### src/rtl/lin_cordic_pkg.sv
package lin_cordic_pkg;

  typedef enum logic [1:0] {
    LC_ROTATE  = 2'd0,
    LC_VECTOR  = 2'd1,
    LC_UNIFIED = 2'd2
  } lc_mode_e;

  // Number of micro-rotations placed in register stage g.
  function automatic int group_len(int iters, int stages, int g);
    int per;
    int rem;
    per = (iters + stages - 1) / stages;
    rem = iters - g * per;
    if (rem < 0) rem = 0;
    return (rem < per) ? rem : per;
  endfunction

endpackage

### src/rtl/lin_step.sv
module lin_step #(
  parameter int W     = 16,
  parameter int SHIFT = 0
) (
  input  logic                vec_i,
  input  logic signed [W-1:0] x_i,
  input  logic signed [W-1:0] y_i,
  input  logic signed [W-1:0] z_i,
  output logic signed [W-1:0] y_o,
  output logic signed [W-1:0] z_o
);
  localparam int CEXP = W - 2 - SHIFT;
  localparam int CSH  = (CEXP >= 0) ? CEXP : 0;
  localparam logic signed [W-1:0] ONE = {{(W-1){1'b0}}, 1'b1};
  localparam logic signed [W-1:0] ZC  = (CEXP >= 0) ? (ONE << CSH) : '0;

  logic signed [W-1:0] xs;
  logic                up;

  assign xs = x_i >>> SHIFT;
  assign up = vec_i ? y_i[W-1] : ~z_i[W-1];

  always_comb begin
    if (up) begin
      y_o = y_i + xs;
      z_o = z_i - ZC;
    end else begin
      y_o = y_i - xs;
      z_o = z_i + ZC;
    end
  end
endmodule

### src/rtl/lin_stage.sv
module lin_stage #(
  parameter int W     = 16,
  parameter int FIRST = 0,
  parameter int COUNT = 1
) (
  input  logic                clk,
  input  logic                rst_n,
  input  logic                adv,
  input  logic                v_i,
  input  logic                vec_i,
  input  logic signed [W-1:0] x_i,
  input  logic signed [W-1:0] y_i,
  input  logic signed [W-1:0] z_i,
  output logic                v_o,
  output logic                vec_o,
  output logic signed [W-1:0] x_o,
  output logic signed [W-1:0] y_o,
  output logic signed [W-1:0] z_o
);
  logic                v_q, vec_q;
  logic signed [W-1:0] x_q, y_q, z_q;

  always_ff @(posedge clk or negedge rst_n) begin
    if (!rst_n) begin
      v_q   <= 1'b0;
      vec_q <= 1'b0;
      x_q   <= '0;
      y_q   <= '0;
      z_q   <= '0;
    end else if (adv) begin
      v_q   <= v_i;
      vec_q <= vec_i;
      x_q   <= x_i;
      y_q   <= y_i;
      z_q   <= z_i;
    end
  end

  logic signed [W-1:0] yc [0:COUNT];
  logic signed [W-1:0] zc [0:COUNT];

  assign yc[0] = y_q;
  assign zc[0] = z_q;

  for (genvar k = 0; k < COUNT; k++) begin : g_step
    lin_step #(.W(W), .SHIFT(FIRST + k)) u_step (
      .vec_i (vec_q),
      .x_i   (x_q),
      .y_i   (yc[k]),
      .z_i   (zc[k]),
      .y_o   (yc[k+1]),
      .z_o   (zc[k+1])
    );
  end

  assign v_o   = v_q;
  assign vec_o = vec_q;
  assign x_o   = x_q;
  assign y_o   = yc[COUNT];
  assign z_o   = zc[COUNT];
endmodule

### src/rtl/lin_cordic.sv
module lin_cordic
  import lin_cordic_pkg::*;
#(
  parameter int       W       = 16,
  parameter int       ITERS   = 14,
  parameter int       STAGES  = 4,
  parameter lc_mode_e MODE    = LC_UNIFIED,
  parameter bit       OUT_REG = 1'b1
) (
  input  logic                clk,
  input  logic                rst_n,
  input  logic                ce,
  input  logic                in_valid,
  output logic                in_ready,
  input  logic                vec,
  input  logic signed [W-1:0] x_in,
  input  logic signed [W-1:0] y_in,
  input  logic signed [W-1:0] z_in,
  output logic                out_valid,
  input  logic                out_ready,
  output logic signed [W-1:0] x_out,
  output logic signed [W-1:0] y_out,
  output logic signed [W-1:0] z_out
);
  localparam int PER = (ITERS + STAGES - 1) / STAGES;

  if (ITERS > W - 1 || ITERS < 1 || STAGES < 1) begin : g_bad_cfg
    $error("lin_cordic: need 1 <= ITERS <= W-1 and STAGES >= 1");
  end

  logic adv;
  logic eff_vec;

  // Whole-pipeline stall: move only when enabled and the output slot frees.
  assign adv      = ce && (!out_valid || out_ready);
  assign in_ready = adv;

  if (MODE == LC_ROTATE) begin : g_rot
    assign eff_vec = 1'b0;
  end else if (MODE == LC_VECTOR) begin : g_vec
    assign eff_vec = 1'b1;
  end else begin : g_uni
    assign eff_vec = vec;
  end

  logic                sv   [0:STAGES];
  logic                svec [0:STAGES];
  logic signed [W-1:0] sx   [0:STAGES];
  logic signed [W-1:0] sy   [0:STAGES];
  logic signed [W-1:0] sz   [0:STAGES];

  assign sv[0]   = in_valid;
  assign svec[0] = eff_vec;
  assign sx[0]   = x_in;
  assign sy[0]   = y_in;
  assign sz[0]   = z_in;

  for (genvar g = 0; g < STAGES; g++) begin : g_stage
    localparam int FIRST = g * PER;
    localparam int CNT   = group_len(ITERS, STAGES, g);
    lin_stage #(.W(W), .FIRST(FIRST), .COUNT(CNT)) u_stg (
      .clk   (clk),
      .rst_n (rst_n),
      .adv   (adv),
      .v_i   (sv[g]),
      .vec_i (svec[g]),
      .x_i   (sx[g]),
      .y_i   (sy[g]),
      .z_i   (sz[g]),
      .v_o   (sv[g+1]),
      .vec_o (svec[g+1]),
      .x_o   (sx[g+1]),
      .y_o   (sy[g+1]),
      .z_o   (sz[g+1])
    );
  end

  if (OUT_REG) begin : g_oreg
    logic                ov_q;
    logic signed [W-1:0] ox_q, oy_q, oz_q;
    always_ff @(posedge clk or negedge rst_n) begin
      if (!rst_n) begin
        ov_q <= 1'b0;
        ox_q <= '0;
        oy_q <= '0;
        oz_q <= '0;
      end else if (adv) begin
        ov_q <= sv[STAGES];
        ox_q <= sx[STAGES];
        oy_q <= sy[STAGES];
        oz_q <= sz[STAGES];
      end
    end
    assign out_valid = ov_q;
    assign x_out     = ox_q;
    assign y_out     = oy_q;
    assign z_out     = oz_q;
  end else begin : g_ocomb
    assign out_valid = sv[STAGES];
    assign x_out     = sx[STAGES];
    assign y_out     = sy[STAGES];
    assign z_out     = sz[STAGES];
  end

  logic unused_vec;
  assign unused_vec = svec[STAGES];
endmodule

### config.mk
export PLATFORM = sky130hd
export DESIGN_NAME = lin_cordic
export DESIGN_NICKNAME = d
export VERILOG_FILES = /design/src/rtl/lin_cordic_pkg.sv /design/src/rtl/lin_step.sv /design/src/rtl/lin_stage.sv /design/src/rtl/lin_cordic.sv
export SDC_FILE = /design/constraint.sdc
export NUM_CORES = 1
export LEC_CHECK = 0
export ABC_AREA = 0
export BUFFER_PORTS_ARGS = -buffer_cell sky130_fd_sc_hd__buf_2
export CAP_MARGIN = 0
export CORE_MARGIN = 4
export CORE_UTILIZATION = 30
export CTS_BUF_LIST = sky130_fd_sc_hd__clkbuf_16
export DETAILED_ROUTE_END_ITERATION = 16
export HOLD_SLACK_MARGIN = 0.08
export PLACE_DENSITY_LB_ADDON = 0.12
export SETUP_SLACK_MARGIN = 0.3
export SYNTH_ARGS = -nofsm -noshare
export SYNTH_HDL_FRONTEND = slang
export SYNTH_SLANG_ARGS = --single-unit
### constraint.sdc
create_clock -name clk -period 34.7 [get_ports clk]
set_input_delay 10.41 -clock clk [delete_from_list [all_inputs] [get_ports clk]]
set_output_delay 10.41 -clock clk [all_outputs]
set_load 0.02 [all_outputs]
# After elaboration in Yosys (flattened, before gate mapping)
# Cells that the tools add are included.
classes:
  add_sub_neg: 56
  multipliers: 0
  n_div: 0
  n_lt_le_gt_ge: 0
  n_eq_ne: 0
  n_shift: 0
  n_mux: 42
  bitwise_logic: 14
  n_reduce_logical: 3
ops:
  columns: ["op", "n"]
  rows:
  - ["16-bit two-way mux", 28]
  - ["16-bit by 10-bit adder with 16-bit output", 1]
  - ["16-bit by 10-bit adder with 16-bit output (second input constant)", 1]
  - ["16-bit by 11-bit adder with 16-bit output", 1]
  - ["16-bit by 11-bit adder with 16-bit output (second input constant)", 1]
  - ["16-bit by 12-bit adder with 16-bit output", 1]
  - ["16-bit by 12-bit adder with 16-bit output (second input constant)", 1]
  - ["16-bit by 13-bit adder with 16-bit output", 1]
  - ["16-bit by 13-bit adder with 16-bit output (second input constant)", 1]
  - ["16-bit by 14-bit adder with 16-bit output", 1]
  - ["16-bit by 14-bit adder with 16-bit output (second input constant)", 1]
  - ["16-bit by 15-bit adder with 16-bit output", 1]
  - ["16-bit by 15-bit adder with 16-bit output (second input constant)", 1]
  - ["16-bit adder", 1]
  - ["16-bit adder (second input constant)", 1]
  - ["16-bit by 3-bit adder with 16-bit output", 1]
  - ["16-bit by 3-bit adder with 16-bit output (second input constant)", 1]
  - ["16-bit by 4-bit adder with 16-bit output", 1]
  - ["16-bit by 4-bit adder with 16-bit output (second input constant)", 1]
  - ["16-bit by 5-bit adder with 16-bit output", 1]
  - ["16-bit by 5-bit adder with 16-bit output (second input constant)", 1]
  - ["16-bit by 6-bit adder with 16-bit output", 1]
  - ["16-bit by 6-bit adder with 16-bit output (second input constant)", 1]
  - ["16-bit by 7-bit adder with 16-bit output", 1]
  - ["other kinds (38)", 64]
word_totals:
  reg_bits: 249
  latch_bits: 0
  ram_bits: 0
  rom_bits: 0
  in_bits: 54
  out_inout_bits: 50
  word_cells: 139
  mem_count: 0

# Depth between registers and ports, before layout
# Gate-level depths: netlist (run 1).
logic_depth:
  ltp_word: 12
  depth_mapped: 64
  mapped_depth_nobuf: 62

# Hierarchy
# From an unflattened synthesis (run 1), not the netlist that was laid out.
unflattened:
  hier_cells: 3183
  hier_area_um2: 29873.7
modules_own_cells:
  columns: ["mod", "instances", "cells_per_inst", "area_each_um2", "seq_area_each_um2"]
  rows:
  - ["lin_stage", 4, 106, 2113.3, 1251.2]
  - ["lin_cordic", 1, 107, 1890.6, 1226.2]
  - ["lin_step (g_stage[2].u_stg.g_step[3].u_step)", 1, 234, 1632.8, 0.0]
  - ["lin_step (g_stage[1].u_stg.g_step[2].u_step)", 1, 205, 1532.7, 0.0]
  - ["lin_step (g_stage[3].u_stg.g_step[1].u_step)", 1, 199, 1514.0, 0.0]
  - ["lin_step (g_stage[2].u_stg.g_step[1].u_step)", 1, 205, 1510.2, 0.0]
  - ["lin_step (g_stage[2].u_stg.g_step[0].u_step)", 1, 197, 1458.9, 0.0]
  - ["lin_step (g_stage[1].u_stg.g_step[1].u_step)", 1, 201, 1451.4, 0.0]
  - ["lin_step (g_stage[3].u_stg.g_step[0].u_step)", 1, 199, 1442.6, 0.0]
  - ["lin_step (g_stage[2].u_stg.g_step[2].u_step)", 1, 197, 1403.8, 0.0]
  - ["lin_step (g_stage[0].u_stg.g_step[3].u_step)", 1, 184, 1337.5, 0.0]
  - ["lin_step (g_stage[1].u_stg.g_step[3].u_step)", 1, 180, 1336.3, 0.0]
  - ["lin_step (g_stage[0].u_stg.g_step[2].u_step)", 1, 181, 1326.3, 0.0]
  - ["lin_step (g_stage[1].u_stg.g_step[0].u_step)", 1, 161, 1229.9, 0.0]
  - ["2 more rows", null, null, null, null]

# Least setup slack after synthesis (run 1)
# No wires, ideal clock.
synth_path:
  path_type: "in2out"
  from: "in out_ready"
  to: "out in_ready"
  arrival_time_ns: 11.339
  required_time_ns: 24.290
  setup_slack_ns: 12.951
  stages: 4
  path_buffers: 2
  path_cell_list: "o21ai_0 > clkbuf_1 > inv_2 > clkbuf_1"
synth_via:
  elab_chain_cells: 2
synth_rtl:
  columns: ["item", "line_no", "rtl"]
  rows:
  - ["start: declaration", "lin_cordic.sv:20", "input logic out_ready,"]
  - ["1-bit logical OR", "lin_cordic.sv:35", "assign adv = ce && (!out_valid || out_ready);"]
  - ["1-bit logical AND", "lin_cordic.sv:35", null]
  - ["end: declaration", "lin_cordic.sv:14", "output logic in_ready,"]
# No other way between the ends.

# Final worst setup path (run 1)
# Same ends and word-level chain as after synthesis.

==> out/results.env, run 1 <==
OUTCOME='finished clean'
ROUTED_WL_UM=68800
NUMBER_OF_ANTENNA_VIOLATIONS_AT_THE_FIRST_CHECK_IN_GLOBAL_ROUTING=0
CLOCK_TREE_FROM_TRITONCTS='done'
FIN_CELLS=4270
FINAL_LAYOUT_SIZE_SUFFIX_GT1_SHARE_PCT=7.28
CRITICAL_PATH_CLASS='in2out'
YOSYSWARNINGCOUNT=0
WORST-SLEW-PIN-TRANSITION_NS=1.04
TIMING.CRITICAL_PATH.FANOUT_MAX=30
CLKTRANSATPATHREGS_NS=0.06
DETAIL_ROUTE.ITER0.VIOLATIONS=910
ROUTEDWLPERCELL_UM=16.1
CLK_LATENCY_NS=0.56
HOLD_DEPTH=2
TIMING.RR.END='g_stage[2].u_stg.y_q[15]$_DFFE_PN0P_'
PORTBUFFERS=103
MIN-DELAY-START='g_stage[2].u_stg.x_o[5]$_DFFE_PN0P_'
SYNTHFLOPTYPE='sky130_fd_sc_hd__dfrtp_1'
POST_CTS_HOLD_BUFFER_COUNT=0
ROUTE.VIAS.TOTAL=20975
POST_CTS.RESIZED_INSTANCES=0
ASYNC_FLOP_SHARE_PCT=100
MAX_FREQ_MHz=46.5
CP-START-KIND='input port'
FINALNETCOUNT=3569
REG2REG_DEPTH=64
FINAL_PERIOD_MINUS_WORST_SETUP_SLACK_NS=21.49
GRT_START_MAX_NET_PINS=209
HPWL_DP_UM=53600
YS_SEQ_ELEMENTS=249
HOLD_PATH_END='g_stage[3].u_stg.x_o[5]$_DFFE_PN0P_'
NETLIST-CELL-TYPE-COUNT=95
DIE_AREA_MM2=0.0881
TOTALNEGATIVESETUPSLACK_NS=0
REG2REG_SLACK_NS=19.65
HOLD_WS_NS=0.452
TIMING.HOLD.WORST.CLASS='reg2reg'
DIODES_INSERTED=0
GRT_USE_TOTAL_PCT=15.5
FINALCLOCKSKEW_NS=0.0462
SYNTH-EDFF-COUNT=0
CTS_BUFFER_DEPTH=3
STD_CELL_ROWS=105
GRT.OVERFLOW.TOTAL=0
CRITICAL_PATH.ENDPOINT_TYPE='output pin'
ROUTE.DETAILED.VIAS_PER_INST=4.91
RR_STARTPOINT='g_stage[1].u_stg.x_o[8]$_DFFE_PN0P_'
CTSROOTBUFFERMASTER='sky130_fd_sc_hd__clkbuf_16'
DIE_X_UM=297
ANTENNA_VIOLATING_NETS_POST_ROUTE=0
DRC=0
SYNTH_FP_NETS=3519
NETLIST.AREA_LEADER.SHARE_PCT=24.9
FLOW.AREA_GROWTH_FROM_SYNTHESIS_PCT=11.1
CRITICAL_PATH_REQUIRED_NS=24.29
SYNTH_AREA_MM2=0.0250
TIMING.FINAL.HOLD_VIOLATIONS=0
SYNTH.YOSYS.SEQ_AREA_SHARE_PCT=24.9
MOST_USED_STANDARD_CELLS_IN_THE_SYNTHESIZED_NETLIST='sky130_fd_sc_hd__nand2_1, sky130_fd_sc_hd__ha_1, sky130_fd_sc_hd__xnor2_1, sky130_fd_sc_hd__o21ai_0, sky130_fd_sc_hd__dfrtp_1'
DRV_CAP=0
CTS_INSERTED_BUFFERS=34
GRT_SETUP_UNREPAIRED='false'
SETUP_BUFS_POST_CTS=0
DIEHEIGHT_UM=297
GRT_FIRST_PASS_WIRELENGTH_UM=115000
IOPINCOUNT=104
LARGEST_CELLS_BY_AREA_AFTER_SYNTHESIS='sky130_fd_sc_hd__dfrtp_1, sky130_fd_sc_hd__ha_1, sky130_fd_sc_hd__xnor2_1, sky130_fd_sc_hd__nand2_1, sky130_fd_sc_hd__o21ai_0'
GP_CONGESTION=0.826
SYN_AVG_CELL_AREA_UM2=8.01
FINAL_MAX_SLEW_VIOL_COUNT=0
CLOCK_SINKS=249
FINAL_CORE_UTILIZATION_PCT=33.8
DRT_PRE_ANTENNA_ITERS=5
FINAL_WORST_PATH_PERIOD_SHARE_PCT=61.9
NUMBER_OF_PLACED_INSTANCES_WITH_TAPS_INCLUDED=4208
SYNTHDOMINANTAREACELLTYPE='sky130_fd_sc_hd__dfrtp_1'
GRT_PASS1_VIAS=21523
INITIAL_UTILIZATION_PCT=30.4
SYNTHMOSTINSTANTIATEDCELL='sky130_fd_sc_hd__nand2_1'
CORE_BOX_AREA_MM2=0.0824
WORST-ENDPOINT-ARRIVAL_NS=11.08
POSTSYNTHCELLCOUNT=3124
SETUP_VIOL=0
SLEW_HEADROOM_PCT=29.9
CTSHTREEMAXLEVEL=2
logic make-up (layout without fill, tap and decap cells):
family	Yosys count	in the layout	synth area share (%)
AOI/OAI and AO/OA	813	813	19.9
xor gates and xnor gates	400	400	14.1
adders and majority gates	342	342	17.8
buffers and inverters	289	365	4.42
DFF	249	249	24.9
muxes	38	38	1.63
and+or+nand+nor	993	993	17.2
placed cells by master (no fill, tap or decap), drive strengths merged, types with 16 or more instances in the layout:
cell type,count
buf,121
a31oi,23
o21ai,270
o21a,16
clkbuf,35
nor3,41
nor2b,34
nand3,31
mux2,20
a21oi,245
mux2i,18
inv,182
nand2b,34
clkinv,21
o31ai,16
ha,317
dfrtp,249
fa,24
xor2,128
nor2,167
xnor2,271
a21o,83
o21bai,64
nand2,597
worst max-delay path, stage by stage:
cell and delay [ns]:
sky130_fd_sc_hd__buf_2 0.11, sky130_fd_sc_hd__o21ai_4 0.19, sky130_fd_sc_hd__inv_6 0.13, sky130_fd_sc_hd__buf_2 0.20
through the flow:
stage	setup slack, ns	area, um^2
global route	13.17	27800
global placement	13.20	26700
CTS	13.20	27800
finish	13.21	27800
detailed placement	13.21	26700
floorplan	12.95	25000
final cells by class:
class	count	area, um^2
Clock buffer	35	876
Timing Repair Buffer	121	698
Inverter	182	694
Tap cell	1070	1340
Clock inverter	27	259
Fill cell	8755	54600
Sequential cell	249	6230
Multi-Input combinational cell	2586	17700
how the worst max path moves through the flow:
stage / start / to / slack [ns] / cells past startpoint
after CTS: out_ready / in_ready / 13.20 / 4
final: out_ready / in_ready / 13.21 / 4
after global placement: out_ready / in_ready / 13.20 / 4
after floorplan: out_ready / in_ready / 12.95 / 4
after global routing: out_ready / in_ready / 13.17 / 4
after detailed placement: out_ready / in_ready / 13.21 / 4
metal layers:
| layer | vias to the layer above | track usage, % | routed length (um) |
|---|---|---|---|
| li1 | 10844 | - | - |
| met1 | 9860 | 20.3 | 32300 |
| met2 | 203 | 27.8 | 33900 |
| met3 | 68 | 1.48 | 1360 |
| met4 | 0 | 3.44 | 1270 |
| met5 | - | 0 | 0 |
sequential cells by signal (all words and copies together), names as in the netlist:
signal               flops
g_stage.u_stg.v_o        4
g_stage.u_stg.vec_o      4
g_stage.u_stg.x_o       64
g_stage.u_stg.y_q       64
g_stage.u_stg.z_q       64
out_valid                1
x_out                   16
y_out                   16
z_out                   16
Power of run 1 is not shown: default switching activity piles up to over one toggle a cycle in this logic, so the estimate is an artifact.
==> inputs of run 2 (changes only) <==
==> constraint.sdc (replaced) <==
create_clock -name clk -period 20.3 [get_ports clk]
set_input_delay 6.09 -clock clk [delete_from_list [all_inputs] [get_ports clk]]
set_output_delay 6.09 -clock clk [all_outputs]
set_load 0.02 [all_outputs]
==> run 2 against run 1 <==
  * Flip-flop and latch count is the same
  * Count of clock-buffer cells in the layout unchanged
  * Via count increased by 0.48%
  * Global-route usage about the same
  * Design area is 0.25% lower
  * Critical path depth rose by 56
  * Register-to-register slack worse by 14 ns
  * Hold slack worse by 0.0035 ns
  * Sequential share of layout area increased by 0.056 points
  * Utilization shrank 0.084 points
  * Routed wire length is 1.8% higher
  * First-iteration DRC count is 5.9% lower
==> out/results.env, run 2 (same netlist as run 1, synthesis figures left out) <==
OUTCOME='finished clean'
WORST-SLEW-PIN-TRANSITION_NS=0.954  # -0.0894 ns
STD_CELL_ROWS=105  # unchanged
MAX_FREQ_MHz=66.0
FINAL_LAYOUT_SIZE_SUFFIX_GT1_SHARE_PCT=7.25  # -0.029 points
CRITICAL_PATH.MOST_COMMON_CELL='sky130_fd_sc_hd__a21oi_1'
GP_CONGESTION=0.841  # +1.8%
SETUP_VIOL=0  # unchanged
PORTBUFFERS=103  # unchanged
TIMING.CRITICAL_PATH.SLOWEST_CELL_DELAY_NS=0.80  # +0.60 ns
WORST-ENDPOINT-ARRIVAL_NS=15.54  # +4.46 ns
DRV_CAP=0  # unchanged
CLOCK_SINKS=249  # unchanged
ROUTED_WL_UM=70100  # +1.8%
SETUP_BUFS_POST_CTS=0  # unchanged
ROUTE.VIAS.TOTAL=21076  # +0.48%
FINALCLOCKSKEW_NS=0.0340  # -0.0122 ns
POST_CTS.RESIZED_INSTANCES=0  # unchanged
GRT_SETUP_UNREPAIRED='false'
CTSROOTBUFFERMASTER='sky130_fd_sc_hd__clkbuf_16'
DRC=0  # unchanged
FINAL_PERIOD_MINUS_WORST_SETUP_SLACK_NS=15.15
ROUTE.DETAILED.VIAS_PER_INST=4.94  # +0.51%
HPWL_DP_UM=55000  # +2.7%
FIN_CELLS=4269  # -0.023%
WORSTPATHBUFFERINVERTERCOUNT=3  # unchanged
GRT_USE_TOTAL_PCT=15.6  # +0.029 points
TIMING.CRITICAL_PATH.FANOUT_MAX=17  # -43%
CP-START-KIND='flip-flop'
TIMING.HOLD.WORST.CLASS='reg2reg'
TOTALNEGATIVESETUPSLACK_NS=0  # unchanged
CTS_INSERTED_BUFFERS=34  # unchanged
CTSHTREEMAXLEVEL=2  # unchanged
FINAL.FILL_COUNT=8764  # +0.10%
DETAIL_ROUTE.ITER0.VIOLATIONS=856  # -5.9%
FLOW.AREA_GROWTH_FROM_SYNTHESIS_PCT=10.8
CTS_BUFFER_DEPTH=3  # unchanged
NUMBER_OF_PLACED_INSTANCES_WITH_TAPS_INCLUDED=4209  # +0.024%
CORE_BOX_AREA_MM2=0.0824  # unchanged
GRT.OVERFLOW.TOTAL=0  # unchanged
DIEHEIGHT_UM=297  # unchanged
CRITICAL_PATH_REQUIRED_NS=20.69  # -3.60 ns
GRT_START_MAX_NET_PINS=210  # +0.48%
POST_CTS_HOLD_BUFFER_COUNT=0  # unchanged
SLEW_HEADROOM_PCT=36.2  # +6.3 points
CRITICAL_PATH_CLASS='reg2reg'
MOST-COMMON-LAYOUT-CELLS='sky130_fd_sc_hd__nand2_1, sky130_fd_sc_hd__ha_1, sky130_fd_sc_hd__xnor2_1'
CLOCK_TREE_FROM_TRITONCTS='done'
FINALNETCOUNT=3570  # +0.028%
CPMAXSTAGEDELAYCELL='sky130_fd_sc_hd__nor3b_1'
CLK_LATENCY_NS=0.56  # about the same
FINAL_WORST_PATH_PERIOD_SHARE_PCT=74.6
CRITICAL_PATH.ENDPOINT_TYPE='flip-flop'
TIMING.FINAL.HOLD_VIOLATIONS=0  # unchanged
IOPINCOUNT=104  # unchanged
DRT_PRE_ANTENNA_ITERS=5  # unchanged
ROUTEDWLPERCELL_UM=16.4  # +1.8%
GRT_FIRST_PASS_WIRELENGTH_UM=114000  # -0.83%
CLKTRANSATPATHREGS_NS=0.06  # about the same
FINAL_MAX_SLEW_VIOL_COUNT=0  # unchanged
DIE_AREA_MM2=0.0881  # unchanged
CRITICAL-PATH-TOP-DELAY-FAMILY='compound AO/OA/AOI/OAI gates'
INITIAL_UTILIZATION_PCT=30.4  # unchanged
LAYOUT.CELLS.MOST_COMMON='sky130_fd_sc_hd__nand2_1'
NUMBER_OF_ANTENNA_VIOLATIONS_AT_THE_FIRST_CHECK_IN_GLOBAL_ROUTING=0  # unchanged
ANTENNA_VIOLATING_NETS_POST_ROUTE=0  # unchanged
DIODES_INSERTED=0  # unchanged
DIE_X_UM=297  # unchanged
GRT_PASS1_VIAS=21235  # -1.3%
[run 2: worst paths after layout]
kind / start / endpoint / slack, ns / cells after the start
worst min register to register: g_stage[3].u_stg.x_o[4]$_DFFE_PN0P_ / x_out[4]$_DFFE_PN0P_ / 0.45 / 2
min in group asynchronous: rst_n / y_out[14]$_DFFE_PN0P_ / 5.55 / 1
worst max register to register: g_stage[0].u_stg.x_o[3]$_DFFE_PN0P_ / g_stage[1].u_stg.y_q[15]$_DFFE_PN0P_ / 5.15 / 60
worst max-delay path: g_stage[0].u_stg.x_o[3]$_DFFE_PN0P_ / g_stage[1].u_stg.y_q[15]$_DFFE_PN0P_ / 5.15 / 60
max in group asynchronous: rst_n / g_stage[2].u_stg.z_q[9]$_DFFE_PN0P_ / 13.30 / 2
worst min-delay path: g_stage[3].u_stg.x_o[4]$_DFFE_PN0P_ / x_out[4]$_DFFE_PN0P_ / 0.45 / 2
[run 2: routing by layer]
metal | GRT usage (%) | part of all wire [%]
met3 | 2.04 | 2.7
met4 | 3.93 | 2.2
met1 | 20.1 | 47
met5 | 0 | 0
met2 | 27.4 | 48
[run 2: stage by stage]
step	hold slack (ns)	util (%)	setup slack [ns]	instance area, um^2
2_1_floorplan	0.439	-	7.19	25000
3_3_place_gp	0.449	32.4	5.66	26700
3_5_place_dp	0.452	32.4	5.44	26700
4_1_cts	0.456	33.7	5.31	27700
5_1_grt	0.479	33.7	3.69	27700
6_report	0.449	33.7	5.15	27700
[run 2: layout make-up]
| type | instances | area (um^2) | area share, % |
|---|---|---|---|
| clock buffers | 35 | 876 | 3.16 |
| inverters | 182 | 694 | 2.50 |
| multi-input cells | 2586 | 17700 | 63.8 |
| clock inverters | 25 | 195 | 0.704 |
| well taps | 1070 | 1340 | 4.83 |
| flip-flops and latches | 249 | 6230 | 22.5 |
| repair buffers | 122 | 693 | 2.50 |
[run 2: worst register-to-register path, delay by kind of cell, from the launching register on]
kind | cells | cell delay [ns]
AOI/OAI and AO/OA | 32 | 6.79
and+or+nand+nor | 11 | 3.08
xor gates and xnor gates | 7 | 1.53
adders and majority gates | 5 | 1.52
muxes | 2 | 0.84
buffers and inverters | 3 | 0.74
DFF | 1 | 0.45
Power of run 2 is left out for the same reason.
==> inputs of run 3 (changes only) <==
==> constraint.sdc (replaced) <==
create_clock -name clk -period 14.71 [get_ports clk]
set_input_delay 4.413 -clock clk [delete_from_list [all_inputs] [get_ports clk]]
set_output_delay 4.413 -clock clk [all_outputs]
set_load 0.02 [all_outputs]
==> run 3 against run 2 <==
  * Largest cell class unchanged
  * Sequential share of layout area decreased by 0.24 points
  * Clock skew increased by 0.014 ns
  * Via count increased by 0.59%
  * Flip-flop and latch count unchanged
  * Highest routed layer unchanged
  * Count of clock-buffer cells in the layout unchanged
  * Critical path depth decreased by 5
  * Setup slack got worse by 3.8 ns
  * Routed wire length increased by 2.3%
==> out/results.env, run 3 (same netlist as run 1, synthesis figures left out) <==
REG2REG_DEPTH=55  # -8.3%
AREA_OF_THE_MULTI_INPUT_GATES_MM2=0.0178  # +0.59%
GP_CONGESTION=0.833  # -0.96%
HOLD_DEPTH=2  # unchanged
FINAL_MAX_SLEW_VIOL_COUNT=0  # unchanged
FINAL_WORST_PATH_PERIOD_SHARE_PCT=90.8  # +16 points
CRITICAL_PATH.ENDPOINT_TYPE='flip-flop'
MAX_FREQ_MHz=74.9  # +13%
ROUTED_WL_UM=71700  # +2.3%
ROUTEDWLPERCELL_UM=16.7  # +1.8%
CTS_BUFFER_DEPTH=3  # unchanged
SLEW_HEADROOM_PCT=28.9  # -7.3 points
DIEHEIGHT_UM=297  # unchanged
REG2REG_SLACK_NS=1.36  # -3.80 ns
CRITICAL_PATH_REQUIRED_NS=15.11  # -5.58 ns
ANTENNA_VIOLATING_NETS_POST_ROUTE=0  # unchanged
TIMING.RR.END='g_stage[3].u_stg.y_q[15]$_DFFE_PN0P_'
CRITICAL_PATH.MOST_COMMON_CELL='sky130_fd_sc_hd__o21ai_0'
CTSHTREEMAXLEVEL=2  # unchanged
FIN_CELLS=4287  # +0.42%
FINALNETCOUNT=3586  # +0.45%
CTSROOTBUFFERMASTER='sky130_fd_sc_hd__clkbuf_16'
NUMBER_OF_PLACED_INSTANCES_WITH_TAPS_INCLUDED=4223  # +0.33%
NUMBER_OF_ANTENNA_VIOLATIONS_AT_THE_FIRST_CHECK_IN_GLOBAL_ROUTING=0  # unchanged
TIMING.CRITICAL_PATH.SLOWEST_CELL_DELAY_NS=0.55  # -0.25 ns
MIN-DELAY-START='g_stage[2].u_stg.x_o[5]$_DFFE_PN0P_'
LAYOUT.CELLS.MOST_COMMON='sky130_fd_sc_hd__nand2_1'
PORTBUFFERS=103  # unchanged
ROUTE.VIAS.TOTAL=21201  # +0.59%
DIE_AREA_MM2=0.0881  # unchanged
STD_CELL_ROWS=105  # unchanged
GRT.OVERFLOW.TOTAL=0  # unchanged
HPWL_DP_UM=56200  # +2.2%
FINAL.FILL_COUNT=8700  # -0.73%
CLOCK_TREE_FROM_TRITONCTS='done'
GRT_FIRST_PASS_WIRELENGTH_UM=116000  # +2.1%
CRITICAL_PATH_CLASS='reg2reg'
FLOW.AREA_GROWTH_FROM_SYNTHESIS_PCT=12.0
WORST-ENDPOINT-ARRIVAL_NS=13.75  # -1.79 ns
GRT_PASS1_VIAS=21400  # +0.78%
DRT_PRE_ANTENNA_ITERS=5  # unchanged
FINAL_LAYOUT_SIZE_SUFFIX_GT1_SHARE_PCT=8.30  # +1.0 points
SETUP_VIOL=0  # unchanged
CLK_LATENCY_NS=0.57  # about the same
OUTCOME='finished clean'
GRT_START_MAX_NET_PINS=195  # -7.1%
GRT_SETUP_UNREPAIRED='true'
TOTALNEGATIVESETUPSLACK_NS=0  # unchanged
CTS_INSERTED_BUFFERS=35  # +2.9%
RR_STARTPOINT='g_stage[2].u_stg.x_o[11]$_DFFE_PN0P_'
MOST-COMMON-LAYOUT-CELLS='sky130_fd_sc_hd__nand2_1, sky130_fd_sc_hd__ha_1, sky130_fd_sc_hd__xnor2_1'
DIE_X_UM=297  # unchanged
CLKTRANSATPATHREGS_NS=0.06  # about the same
WORST-SLEW-PIN-TRANSITION_NS=1.07  # +0.112 ns
DETAIL_ROUTE.ITER0.VIOLATIONS=938  # +9.6%
CLOCK_SINKS=249  # unchanged
IOPINCOUNT=104  # unchanged
GRT_USE_TOTAL_PCT=15.9  # +0.33 points
DRC=0  # unchanged
DIODES_INSERTED=0  # unchanged
INITIAL_UTILIZATION_PCT=30.4  # unchanged
CP-START-KIND='flip-flop'
TIMING.HOLD.WORST.CLASS='reg2reg'
POST_CTS_HOLD_BUFFER_COUNT=0  # unchanged
HOLD_PATH_END='g_stage[3].u_stg.x_o[5]$_DFFE_PN0P_'
ROUTE.DETAILED.VIAS_PER_INST=4.95  # +0.17%
TIMING.FINAL.HOLD_VIOLATIONS=0  # unchanged
TIMING.CRITICAL_PATH.FANOUT_MAX=23  # +6
DRV_CAP=0  # unchanged
CPMAXSTAGEDELAYCELL='sky130_fd_sc_hd__o21ai_0'
FINALCLOCKSKEW_NS=0.0482  # +0.0143 ns
FINAL_PERIOD_MINUS_WORST_SETUP_SLACK_NS=13.35  # -1.79 ns
LAYOUT.AREA.SEQ_MM2=0.00623  # about the same
CORE_BOX_AREA_MM2=0.0824  # unchanged
-- run 3: cell count changes in the layout (fill, tap and decap cells not counted), sizes merged --
| cell | change |
|---|---|
| buf | +15 |
| bufinv | +2 |
| inv | -2 |
| clkinvlp | +4 |
| clkinv | -1 |
-- run 3: worst max-delay path by stage --
stage                                                     from                                   end  cells past startpoint
after detailed placement   g_stage[0].u_stg.x_o[3]$_DFFE_PN0P_  g_stage[1].u_stg.y_q[15]$_DFFE_PN0P_                     62
final                     g_stage[2].u_stg.x_o[11]$_DFFE_PN0P_  g_stage[3].u_stg.y_q[15]$_DFFE_PN0P_                     55
after floorplan             g_stage[1].u_stg.vec_o$_DFFE_PN0P_  g_stage[2].u_stg.y_q[15]$_DFFE_PN0P_                     63
after global placement     g_stage[0].u_stg.x_o[3]$_DFFE_PN0P_  g_stage[1].u_stg.y_q[15]$_DFFE_PN0P_                     62
after global routing       g_stage[0].u_stg.x_o[4]$_DFFE_PN0P_  g_stage[1].u_stg.y_q[15]$_DFFE_PN0P_                     63
after CTS                  g_stage[0].u_stg.x_o[3]$_DFFE_PN0P_  g_stage[1].u_stg.y_q[15]$_DFFE_PN0P_                     62
-- run 3: layout make-up --
class	count	share of cell area [%]
Tap cell	1070	4.77
Clock inverter	28	1.03
Inverter	182	2.50
Multi-Input combinational cell	2586	63.5
Timing Repair Buffer	137	2.83
Clock buffer	35	3.12
Sequential cell	249	22.2
-- run 3: repair_timing --
action	in CTS	in global routing
gates resized for setup	1	24
setup endpoints to repair	1	13
buffers inserted	0	1
pin swaps	0	1
-- run 3: layer usage --
| layer | up-vias | share of wire, % | GRT usage [%] |
|---|---|---|---|
| met4 | 0 | 1.8 | 3.32 |
| met3 | 67 | 2.7 | 1.77 |
| met5 | - | 0 | 0 |
| met2 | 244 | 49 | 28.3 |
| met1 | 10032 | 47 | 20.8 |
| li1 | 10858 | - | - |
-- run 3: worst max-delay path, delay by kind of cell, from the launching register on --
| family | cells | cell delay, ns |
|---|---|---|
| DFF | 1 | 0.40 |
| adders and majority gates | 5 | 1.61 |
| and+or+nand+nor | 11 | 1.86 |
| AOI/OAI and AO/OA | 32 | 7.84 |
| xor gates and xnor gates | 4 | 0.62 |
| buffers and inverters | 3 | 0.83 |
-- run 3: metrics by stage --
| stage | cell area [um^2] | util (%) | hold slack [ns] | worst slack [ns] |
|---|---|---|---|---|
| floorplan | 25000 | - | 0.439 | 1.75 |
| global placement | 26800 | 32.5 | 0.451 | 0.422 |
| detailed placement | 26800 | 32.5 | 0.455 | 0.447 |
| CTS | 27900 | 33.9 | 0.470 | 0.409 |
| global route | 28000 | 34.0 | 0.479 | 0.274 |
| finish | 28000 | 34.0 | 0.464 | 1.36 |
Power of run 3 is left out for the same reason.
